**src/rtl/hpt_group_search.sv**
```systemverilog
module hpt_group_search #(
  parameter int AW      = 48,
  parameter int HASH_W  = 20,
  parameter int ENTRIES = 8,
  parameter bit EN_64K  = 1'b1
) (
  input  logic              clk,
  input  logic              rst_n,
  input  logic              start,
  input  logic [HASH_W-1:0] hash,
  input  logic [63:7]       vtag,
  input  logic [4:0]        pshift,
  input  logic [AW-1:0]     tbl_base,
  input  logic [HASH_W-1:0] tbl_mask,
  output logic              busy,
  output logic              mem_rd_valid,
  input  logic              mem_rd_ready,
  output logic [AW-1:0]     mem_rd_addr,
  input  logic              mem_resp_valid,
  input  logic [63:0]       mem_resp_dw0,
  input  logic [63:0]       mem_resp_dw1,
  output logic              done,
  output logic              hit,
  output logic [AW-1:0]     offset,
  output logic [63:0]       dw0,
  output logic [63:0]       dw1
);
  localparam int IDX_W  = $clog2(ENTRIES);
  localparam int GRP_SH = IDX_W + 4;

  typedef enum logic [1:0] {S_IDLE, S_REQ, S_WAIT} st_t;
  st_t st;

  logic [HASH_W-1:0] hash_q, mask_q;
  logic [63:7]       tag_q;
  logic [4:0]        psh_q;
  logic [AW-1:0]     base_q;
  logic              pass_q;
  logic [IDX_W-1:0]  idx_q;
  logic              size_ok;

  wire [HASH_W-1:0] grp_sel  = (pass_q ? ~hash_q : hash_q) & mask_q;
  wire [AW-1:0]     grp_addr = base_q | (AW'(grp_sel) << GRP_SH);
  assign mem_rd_addr  = grp_addr + (AW'(idx_q) << 4);
  assign mem_rd_valid = (st == S_REQ);
  assign busy         = (st != S_IDLE);

  always_comb begin
    case (psh_q)
      5'd12:   size_ok = 1'b1;
      5'd16:   size_ok = EN_64K && (mem_resp_dw1[15:12] == 4'b0001);
      5'd24:   size_ok = (mem_resp_dw1[19:12] == 8'h00);
      default: size_ok = 1'b0;
    endcase
  end

  wire ent_hit = mem_resp_dw0[0] && (mem_resp_dw0[1] == pass_q)
               && (mem_resp_dw0[63:7] == tag_q) && size_ok;
  wire last    = (idx_q == IDX_W'(ENTRIES - 1));

  always_ff @(posedge clk or negedge rst_n) begin
    if (!rst_n) begin
      st     <= S_IDLE;
      hash_q <= '0;
      mask_q <= '0;
      tag_q  <= '0;
      psh_q  <= '0;
      base_q <= '0;
      pass_q <= 1'b0;
      idx_q  <= '0;
      done   <= 1'b0;
      hit    <= 1'b0;
      offset <= '0;
      dw0    <= '0;
      dw1    <= '0;
    end else begin
      done <= 1'b0;
      case (st)
        S_IDLE: if (start) begin
          hash_q <= hash;
          mask_q <= tbl_mask;
          tag_q  <= vtag;
          psh_q  <= pshift;
          base_q <= tbl_base;
          pass_q <= 1'b0;
          idx_q  <= '0;
          st     <= S_REQ;
        end
        S_REQ: if (mem_rd_ready) st <= S_WAIT;
        S_WAIT: if (mem_resp_valid) begin
          if (ent_hit) begin
            done   <= 1'b1;
            hit    <= 1'b1;
            offset <= mem_rd_addr;
            dw0    <= mem_resp_dw0;
            dw1    <= mem_resp_dw1;
            st     <= S_IDLE;
          end else if (!last) begin
            idx_q <= idx_q + 1'b1;
            st    <= S_REQ;
          end else if (!pass_q) begin
            pass_q <= 1'b1;
            idx_q  <= '0;
            st     <= S_REQ;
          end else begin
            done   <= 1'b1;
            hit    <= 1'b0;
            offset <= '1;
            dw0    <= '0;
            dw1    <= '0;
            st     <= S_IDLE;
          end
        end
        default: st <= S_IDLE;
      endcase
    end
  end

  a_r11_req_hold: assert property (@(posedge clk) disable iff (!rst_n)
    mem_rd_valid && !mem_rd_ready |=> mem_rd_valid && $stable(mem_rd_addr));
  a_r10_done_pulse: assert property (@(posedge clk) disable iff (!rst_n)
    done |=> !done);
  a_r10_accept: assert property (@(posedge clk) disable iff (!rst_n)
    start && !busy |=> busy && !done);
  a_r9_miss_fill: assert property (@(posedge clk) disable iff (!rst_n)
    done && !hit |-> (offset == '1) && (dw0 == 64'd0) && (dw1 == 64'd0));
  a_r1_hit_valid: assert property (@(posedge clk) disable iff (!rst_n)
    done && hit |-> dw0[0]);
  a_r5_no_64k: assert property (@(posedge clk) disable iff (!rst_n)
    done && hit |-> (EN_64K || psh_q != 5'd16));
  a_r7_known_size: assert property (@(posedge clk) disable iff (!rst_n)
    done && hit |-> (psh_q == 5'd12 || psh_q == 5'd16 || psh_q == 5'd24));
endmodule

```
**config.mk**
```make
export PLATFORM = sky130hd
export DESIGN_NAME = hpt_group_search
export DESIGN_NICKNAME = d
export VERILOG_FILES = /design/src/rtl/hpt_group_search.sv
export SDC_FILE = /design/constraint.sdc
export NUM_CORES = 1
export LEC_CHECK = 0
export CAP_MARGIN = 10
export CORE_MARGIN = 8
export CORE_UTILIZATION = 46
export DETAILED_ROUTE_END_ITERATION = 6
export PLACE_DENSITY = 0.78
export SYNTH_ARGS = -nofsm -noshare
export SYNTH_HDL_FRONTEND = slang
export SYNTH_SLANG_ARGS = --single-unit
export TNS_END_PERCENT = 20
```
**constraint.sdc**
```tcl
create_clock -name clk -period 3.8 [get_ports clk]
set_input_delay 0.76 -clock clk [delete_from_list [all_inputs] [get_ports clk]]
set_output_delay 0.76 -clock clk [all_outputs]
set_load 0.05 [all_outputs]
```
# Word level (Yosys, flattened, before mapping)
# Index checks and enable logic that the tools add are counted.
[totals]
regBits = 334
elab_cells = 82
mem_bits_ro = 0
memories = 0
latchBits = 0
ramBits = 0
[op_classes]
n_lt_le_gt_ge = 0
reduce_logical = 14
n_shift = 0
muxes = 35
add_sub_neg = 2
mul = 0
div = 0
bitwise_logic = 3
eq_ne = 15
[ops]
columns = ["op", "n"]
rows = [
  ["2-to-1 mux 64 bit", 4],
  ["2-to-1 mux 48 bit", 3],
  ["== test 57 bit", 1],
  ["adder 48 x 7 -> 48 bit", 1],
  ["OR 48 x 27 -> 48 bit", 1],
  ["bitwise AND 20 bit", 1],
  ["2-to-1 mux 20 bit", 1],
  ["inverter 20 bit", 1],
  ["2-to-1 mux 1 bit", 15],
  ["2-to-1 mux 3 bit", 5],
  ["== test 5 bit, second input constant", 2],
  ["AND reduction 5 bit", 2],
  ["logical NOT 8 bit", 1],
  ["!= test 2 bit, second input constant", 4],
  ["nonzero test 2 bit", 4],
  ["2-to-1 mux 2 bit", 3],
  ["case mux 2 bit (3 select lines)", 1],
  ["case mux 3 bit (2 select lines)", 1],
  ["== test 5 x 4 -> 1 bit, second input constant", 1],
  ["== test 4 x 1 -> 1 bit, second input constant", 1],
  ["AND reduction 4 bit", 1],
  ["adder 3 x 1 -> 3 bit, second input constant", 1],
  ["== test 3 bit, second input constant", 1],
  ["logical AND 1 bit", 3],
  ["10 further kinds", 10],
]

# Longest topological paths before layout
# Gate-level depths: netlist of run 1.
[depth]
depth_word = 7
depth_mapped = 11
depth_no_buf = 10

# Worst setup path after synthesis of run 1
# Ideal clock, no wire load.
[synth_path]
path_kind = "register -> output"
from = "reg idx_q[0]"
to = "out mem_rd_addr[16]"
required_ns = 3.040
path_slack_ns = -0.055
path_stages_with_launch = 10
arrival_ns = 3.095
cell_sequence = "dfrtp_1 -> ha_1 -> inv_1 -> fa_1 -> inv_1 -> a21oi_1 -> nor4_1 -> nand2_1 -> or4_1 -> xor2_1"
[synth_via]
elab_chain_len = 1
[synth_lines]
columns = ["item", "line_no", "text"]
rows = [
  ["start: declaration", "39", "logic [IDX_W-1:0] idx_q;"],
  ["start signal: assignment", "99", "idx_q <= idx_q + 1'b1;"],
  ["adder 48 x 7 -> 48 bit", "44", "assign mem_rd_addr = grp_addr + (AW'(idx_q) << 4);"],
  ["end: declaration", "18", "output logic [AW-1:0] mem_rd_addr,"],
]
# Every way passes these cells.

# Final worst setup path of run 1
[layout_path]
from = "reg pass_q"
to = "out mem_rd_addr[45]"
[layout_via]
elab_chain_len = 4
[layout_lines]
columns = ["item", "line_no", "text"]
rows = [
  ["start: declaration", "38", "logic pass_q;"],
  ["start signal: assignment", "69", "pass_q <= 1'b0;"],
  ["start signal: assignment", "85", "pass_q <= 1'b0;"],
  ["start signal: assignment", "102", "pass_q <= 1'b1;"],
  ["2-to-1 mux 20 bit", "42", "wire [HASH_W-1:0] grp_sel = (pass_q ? ~hash_q : hash_q) & mask_q;"],
  ["bitwise AND 20 bit", "42", ""],
  ["OR 48 x 27 -> 48 bit", "43", "wire [AW-1:0] grp_addr = base_q | (AW'(grp_sel) << GRP_SH);"],
  ["adder 48 x 7 -> 48 bit", "44", ""],
]
# Every way passes these cells.

==> results of run 1 <==
## where the power goes
part / internal [mW] / leakage, nW / switching, mW
combinational: 2.43 / 6.48 / 3.45
sequential: 4.35 / 4.42 / 0.654
clock: 2.27 / 0.614 / 1.44
total: 9.04 / 11.5 / 5.55
## Yosys cell counts (2+ instances only)
library cell / number / area [µm²]
a21o_1: 2 / 15.0
a21oi_1: 25 / 125
and3_1: 2 / 12.5
and4b_1: 2 / 20.0
buf_1: 8 / 30.0
buf_2: 21 / 105
buf_4: 6 / 45.0
buf_6: 9 / 101
clkbuf_1: 55 / 206
dfrtp_1: 334 / 8360
ha_1: 5 / 62.6
inv_1: 16 / 60.1
mux2_2: 22 / 248
nand2_1: 714 / 2680
nand2b_1: 21 / 131
nand3_1: 138 / 691
nand4_1: 9 / 56.3
nand4b_1: 5 / 43.8
nor2_1: 47 / 176
nor3_1: 31 / 155
nor4_1: 33 / 206
nor4b_1: 4 / 35.0
o21a_1: 6 / 45.0
o21ai_0: 11 / 55.1
o31a_1: 4 / 35.0
or3_1: 12 / 75.1
or4_1: 4 / 30.0
xnor2_1: 39 / 342
xor2_1: 81 / 709
## worst paths after layout
check                                       start                     end  slack, ns  cells past startpoint
max                            pass_q$_DFFE_PN0P_         mem_rd_addr[45]      -0.18                     11
min                                         rst_n     dw0[40]$_DFFE_PN0P_       0.17                      1
max reg2reg                 tag_q[41]$_DFFE_PN0P_     dw0[18]$_DFFE_PN0P_       0.76                      9
min reg2reg                base_q[10]$_DFFE_PN0P_  base_q[10]$_DFFE_PN0P_       0.48                      2
max in group asynchronous                   rst_n  offset[30]$_DFFE_PN0P_       2.71                      2
min in group clk           base_q[10]$_DFFE_PN0P_  base_q[10]$_DFFE_PN0P_       0.48                      2
## cells by family after synthesis
family / share of synthesized area
compound gates: 0.0243
xor+xnor: 0.0698
mux: 0.0171
flops: 0.555
simple gates: 0.292
buf+inv: 0.0364
fa+ha+maj: 0.00548
## flip-flops by register name (all words and copies together), names as in the netlist
| signal | flops |
|---|---|
| dw0 | 64 |
| dw1 | 64 |
| tag_q | 57 |
| base_q | 48 |
| offset | 48 |
| hash_q | 20 |
| mask_q | 20 |
| psh_q | 5 |
| idx_q | 3 |
| st | 2 |
| done | 1 |
| hit | 1 |
| pass_q | 1 |
## worst max-delay path, cell delays in order, from the launching register on
cell	delay, ns
dfrtp_2	0.44
buf_12	0.16
xor2_4	0.17
a21oi_4	0.10
nor4_2	0.32
buf_4	0.19
nand4b_1	0.26
buf_6	0.26
nor4_2	0.32
xor2_1	0.18
buf_4	0.15
buf_12	0.13
## layout make-up
type	count	share of cell area
clock buffer	56	0.0471
sequential	334	0.358
multi-input combinational	1238	0.287
antenna	13	0.00139
clock inverter	10	0.00670
inverter	16	0.00257
tap	442	0.0237
timing repair buffer	590	0.273
## what timing repair did
item,CTS,global route
buffers inserted,13,14
pin swaps,12,38
setup endpoints to repair,24,27
cloned,0,5
gates resized for setup,22,77
## through the flow
step           utilization  instances
2_1_floorplan            -       1687
3_5_place_dp         0.655       2588
5_1_grt              0.721       2699
3_3_place_gp         0.655       2588
6_report             0.721       2699
4_1_cts              0.701       2667
## layer usage
metal	part of all wire	GRT usage	wire length, µm
met3	0.092	0.0802	5250
met2	0.50	0.465	28600
met1	0.36	0.318	20800
met5	0.00049	0	28
met4	0.040	0.113	2300
## placed cells by master (no fill, tap or decap), drive strengths merged, types with 2 or more instances in the layout
cell type,Yosys,layout
and4b,2,2
mux2,22,22
xor2,81,81
nand3,138,138
nor3,31,31
clkinv,0,4
nor4b,4,4
a21o,2,2
o21ai,12,12
diode,0,13
nor2,47,47
nand4,9,9
o21a,6,6
nand4b,5,5
clkdlybuf4s50,0,468
and3,2,2
nand2,714,714
a21oi,25,25
ha,5,5
nor4,34,34
buf,44,118
or3,12,12
bufinv,0,4
dfrtp,334,334
xnor2,39,39
or4,5,5
o31a,4,4
inv,16,17
clkbuf,55,60
nand2b,21,21
==> out/qor.yml, run 1 <==
timing:
  clock_skew_ns: 0.0167
  rsz0062_at_grt: "yes"
  fin_crit_ns: 3.98
  setup_viol: 26
  setup-tns-final_ns: -2.20
  whs_ns: 0.175
  fin_crit_sh: 1.05
  slew_headroom: 0.483
  hold_viol: 0
  maxClockFrequency_mhz: 251
  slew_violations: 0
  final.setup.worst_slack_ns: -0.179
  worstMarginPinSlew_ns: 0.776
die:
  num_io_pins: 511
  die_y_um: 197
  die_w_um: 197
  num_rows: 66
  die_area_mm2: 0.0388
  start_util: 0.465
  core_area_mm2: 0.0324
clock_tree:
  clock-sinks: 334
  ctsLongestPathBuffers: 3
  cts_tree: "yes"
  worst_setup_hold_path_clk_slew_ns: 0.06
  cts_root_buf: "clkbuf_16"
  h-tree-depth: 2
  cts_hold_buf: 0
  cts_buffers: 37
  clkLatencyLatePin_ns: 0.52
detailed_routing:
  postRouteAntennaNets: 0
  via_count: 14200
  wl_per_cell_um: 21.1
  dr.pass1.iters: 5
  drc: 0
  vias_per_cell: 5.25
  drt_iter0_drc: 920
  wl_um: 56900
grt:
  antenna_found_initial: 15
  grt_pass1_wl_um: 83100
  grt-ovfl-total: 0
  grt_max_degree: 97
  first_global_vias: 14400
  grt_usage: 0.272
job:
  cap_violations: 0
setup_path:
  crit_required_ns: 3.04
  arrival_ns: 3.22
  crit_type: "reg -> out"
  critPathMaxFanout: 10
  worstSetupEndpointType: "output port"
  critical_path.startpoint_type: "flip-flop"
final_layout:
  num-fill-cells: 2367
  final_nets: 2506
  layout-drive-gt1-share: 0.123
  multi_input_area_mm2: 0.00670
  area_delta_synth_final_pct: 54.9
  seq_area_mm2: 0.00836
  stdcell_area_mm2: 0.0233
yosys:
  synth_area_per_cell_um2: 8.93
  ys.flop_type: "dfrtp_1"
  netlist_instances: 1687
  async_reset_ff_frac: 1.00
  synth_cell_types: 50
  syn_area_mm2: 0.0151
  ys.warnings.count: 0
  synth_edf_count: 0
  synth_nets: 1976
  seq_area_frac_synth: 0.555
  ys_ff_latch: 334
placed_design:
  dpl_cell_area_mm2: 0.0212
  portBuffers: 510
  dp_hpwl_um: 40800
  pre_cts_ws_ns: -0.0846
  gp_congestion: 0.909
run_status:
  status: "finished, violations left"
  violations: "setup timing"
power:
  power.leakage_nw: 11.5
  total_power_mw: 14.6
  p_per_area_mw_per_mm2: 626
  ir_worst_vdd_v: 0.000546
min_path:
  holdCritPathClass: "in -> async"
(Power assumes the default switching activity.)
==> inputs of run 2 (changes only) <==
==> constraint.sdc (replaced) <==
create_clock -name clk -period 3.8 [get_ports clk]
set_input_delay 1.14 -clock clk [delete_from_list [all_inputs] [get_ports clk]]
set_output_delay 1.14 -clock clk [all_outputs]
set_load 0.05 [all_outputs]
==> run 2 against run 1 <==
  * The run still ends with setup timing left
  * Design area is 1.8% higher
  * Final cell count is 1.4% higher
  * First-iteration DRC count is 7.1% higher
  * Hold slack better by 0.30 ns
  * Clock skew is 0.011 ns higher
  * Sequential power hardly changed
  * Non-clock buffer count is 32 higher
  * Routed wire length is 0.12% lower
  * Die area stayed put
  * Total power is 0.63% higher
  * Largest power group unchanged
==> out/qor.yml, run 2 (synthesis results as in run 1) <==
timing:
  slew_headroom: 0.439  # -0.0438
  worstMarginPinSlew_ns: 0.842  # +0.0657 ns
  slew_violations: 0  # unchanged
  final.setup.worst_slack_ns: -0.361  # -0.183 ns
  rsz0062_at_grt: "yes"
  fin_crit_sh: 1.10  # +0.0481
  hold_viol: 0  # unchanged
  clock_skew_ns: 0.0273  # +0.0106 ns
  maxClockFrequency_mhz: 240  # -4.4%
  whs_ns: 0.473  # +0.298 ns
  fin_crit_ns: 4.16  # +0.183 ns
  setup_viol: 34  # +31%
final_layout:
  layout_common_cells: "nand2_1, clkdlybuf4s50_1, dfrtp_1"
  layout_commonest_cell: "nand2_1"
  num-fill-cells: 2313  # -2.3%
  layout-drive-gt1-share: 0.143  # +0.0205
  area_delta_synth_final_pct: 57.7
  reg.largest.list: "dw0 (64), dw1 (64), tag_q (57)"
  seq_area_mm2: 0.00836  # unchanged
  multi_input_area_mm2: 0.00687  # +2.5%
  final_nets: 2539  # +1.3%
die:
  core_area_mm2: 0.0324  # unchanged
  die_y_um: 197  # unchanged
  start_util: 0.465  # unchanged
  num_io_pins: 511  # unchanged
  die_area_mm2: 0.0388  # unchanged
  num_rows: 66  # unchanged
  die_w_um: 197  # unchanged
grt:
  grt_pass1_wl_um: 84500  # +1.7%
  antenna_found_initial: 18  # +3
  grt-ovfl-total: 0  # unchanged
  first_global_vias: 14800  # +2.8%
  grt_usage: 0.277  # +0.00449
  grt_max_degree: 85  # -12%
setup_path:
  crit_required_ns: 2.66  # -0.38 ns
  critPathMaxFanout: 11  # +1
  critical_path.startpoint_type: "flip-flop"
  crit_type: "reg -> out"
  worstSetupEndpointType: "output port"
  arrival_ns: 3.02  # -0.20 ns
clock_tree:
  clock-sinks: 334  # unchanged
  worst_setup_hold_path_clk_slew_ns: 0.06  # about the same
  clkLatencyLatePin_ns: 0.53  # about the same
  ctsLongestPathBuffers: 3  # unchanged
  h-tree-depth: 2  # unchanged
  cts_root_buf: "clkbuf_16"
  cts_buffers: 38  # +2.7%
  cts_hold_buf: 0  # unchanged
  cts_tree: "yes"
power:
  total_power_mw: 14.7  # +0.63%
  p_comb_frac: 0.410  # +0.007
  power.leakage_nw: 11.7  # +1.4%
  p_int_mw: 9.05  # +0.11%
  pwr-share-clk: 0.247  # -0.008
  switching_power_mw: 5.63  # +1.5%
  power_frac_seq: 0.343  # about the same
  sw_frac_of_total: 0.383  # +0.00322
  ir_worst_vdd_v: 0.000654  # +20%
  p_per_area_mw_per_mm2: 618  # -1.2%
detailed_routing:
  wl_per_cell_um: 20.8  # -1.5%
  wl_met2_um: 28100  # -1.7%
  postRouteAntennaNets: 0  # unchanged
  vias_per_cell: 5.25  # about the same
  dr.max_layer_used: "met5"
  dr.pass1.iters: 7  # +2
  wl_met3_um: 5000  # -4.8%
  drt_iter0_drc: 985  # +7.1%
  wirelength_met1_um: 21300  # +2.7%
  via_count: 14400  # +1.5%
  wl_um: 56800  # -0.12%
  drc: 0  # unchanged
placed_design:
  dp_hpwl_um: 41100  # +0.94%
  gp_congestion: 0.876  # -3.6%
  portBuffers: 510  # unchanged
run_status:
  status: "finished, violations left"
  violations: "setup timing"
min_path:
  holdCritPathClass: "reg -> reg"
job:
  cap_violations: 0  # unchanged
-- run 2: cell types whose count changed in the layout (fill, tap and decap cells not counted), sizes merged --
| cell | change |
|---|---|
| clkinvlp | +2 |
| clkbuf | +2 |
| bufinv | -3 |
| buf | +35 |
| diode | +4 |
| clkdlybuf4s50 | -2 |
| dlymetal6s2s | +1 |
-- run 2: routing by layer --
metal,up-vias,track usage
met2,659,0.456
li1,6567,-
met4,2,0.143
met3,154,0.0725
met5,-,0
met1,7006,0.332
-- run 2: through the flow --
stage	instance area (µm²)	instances	util	TNS, ns	setup WS, ns
4_1_cts	23300	2711	0.719	-11.99	-0.460
3_3_place_gp	21700	2632	0.671	-45.32	-0.346
2_1_floorplan	15200	1687	-	-0.375	-0.0718
5_1_grt	23800	2738	0.734	-13.69	-0.503
3_5_place_dp	21700	2632	0.671	-48.86	-0.351
6_report	23800	2738	0.734	-8.77	-0.361
-- run 2: path summary, 6_finish.rpt --
path / startpoint / end / slack [ns] / cells past startpoint
setup / recovery: pass_q$_DFFE_PN0P_ / mem_rd_addr[39] / -0.36 / 9
hold / removal: base_q[13]$_DFFE_PN0P_ / base_q[13]$_DFFE_PN0P_ / 0.47 / 2
setup reg to reg: pass_q$_DFFE_PN0P_ / offset[38]$_DFFE_PN0P_ / 0.81 / 10
hold reg to reg: base_q[13]$_DFFE_PN0P_ / base_q[13]$_DFFE_PN0P_ / 0.47 / 2
max in group asynchronous: rst_n / base_q[16]$_DFFE_PN0P_ / 2.23 / 2
min in group asynchronous: rst_n / dw1[8]$_DFFE_PN0P_ / 0.59 / 1
-- run 2: critical path, stage by stage, from the launching register on --
cell       delay, ns
dfrtp_2         0.44
buf_12          0.17
xor2_1          0.17
a21oi_1         0.18
nor4_4          0.34
nand3_4         0.19
clkbuf_16       0.21
nor4_2          0.34
xor2_2          0.28
buf_12          0.18
-- run 2: area by class of cell --
cell class,count,share of cell area
antenna,17,0.00179
clock buffer,60,0.0486
clock inverter,9,0.00342
inverter,16,0.00253
multi-input combinational,1238,0.289
sequential,334,0.352
tap,442,0.0233
timing repair buffer,622,0.279
-- run 2: repair_timing --
action                                  4_1_cts  5_1_grt
pin swaps                                    19       17
buffers inserted                              9        8
endpoints found under the setup margin       36       39
cloned                                        1        2
gates resized for setup                      43       54
-- run 2: power groups by stage --
stage	Clock, mW	Sequential [mW]	Combinational, mW
floorplan	0	4.86	3.11
global placement	0	4.96	5.58
detailed placement	0	5.01	5.68
CTS	3.67	4.98	5.86
global route	3.82	5.12	6.42
finish	3.63	5.03	6.02
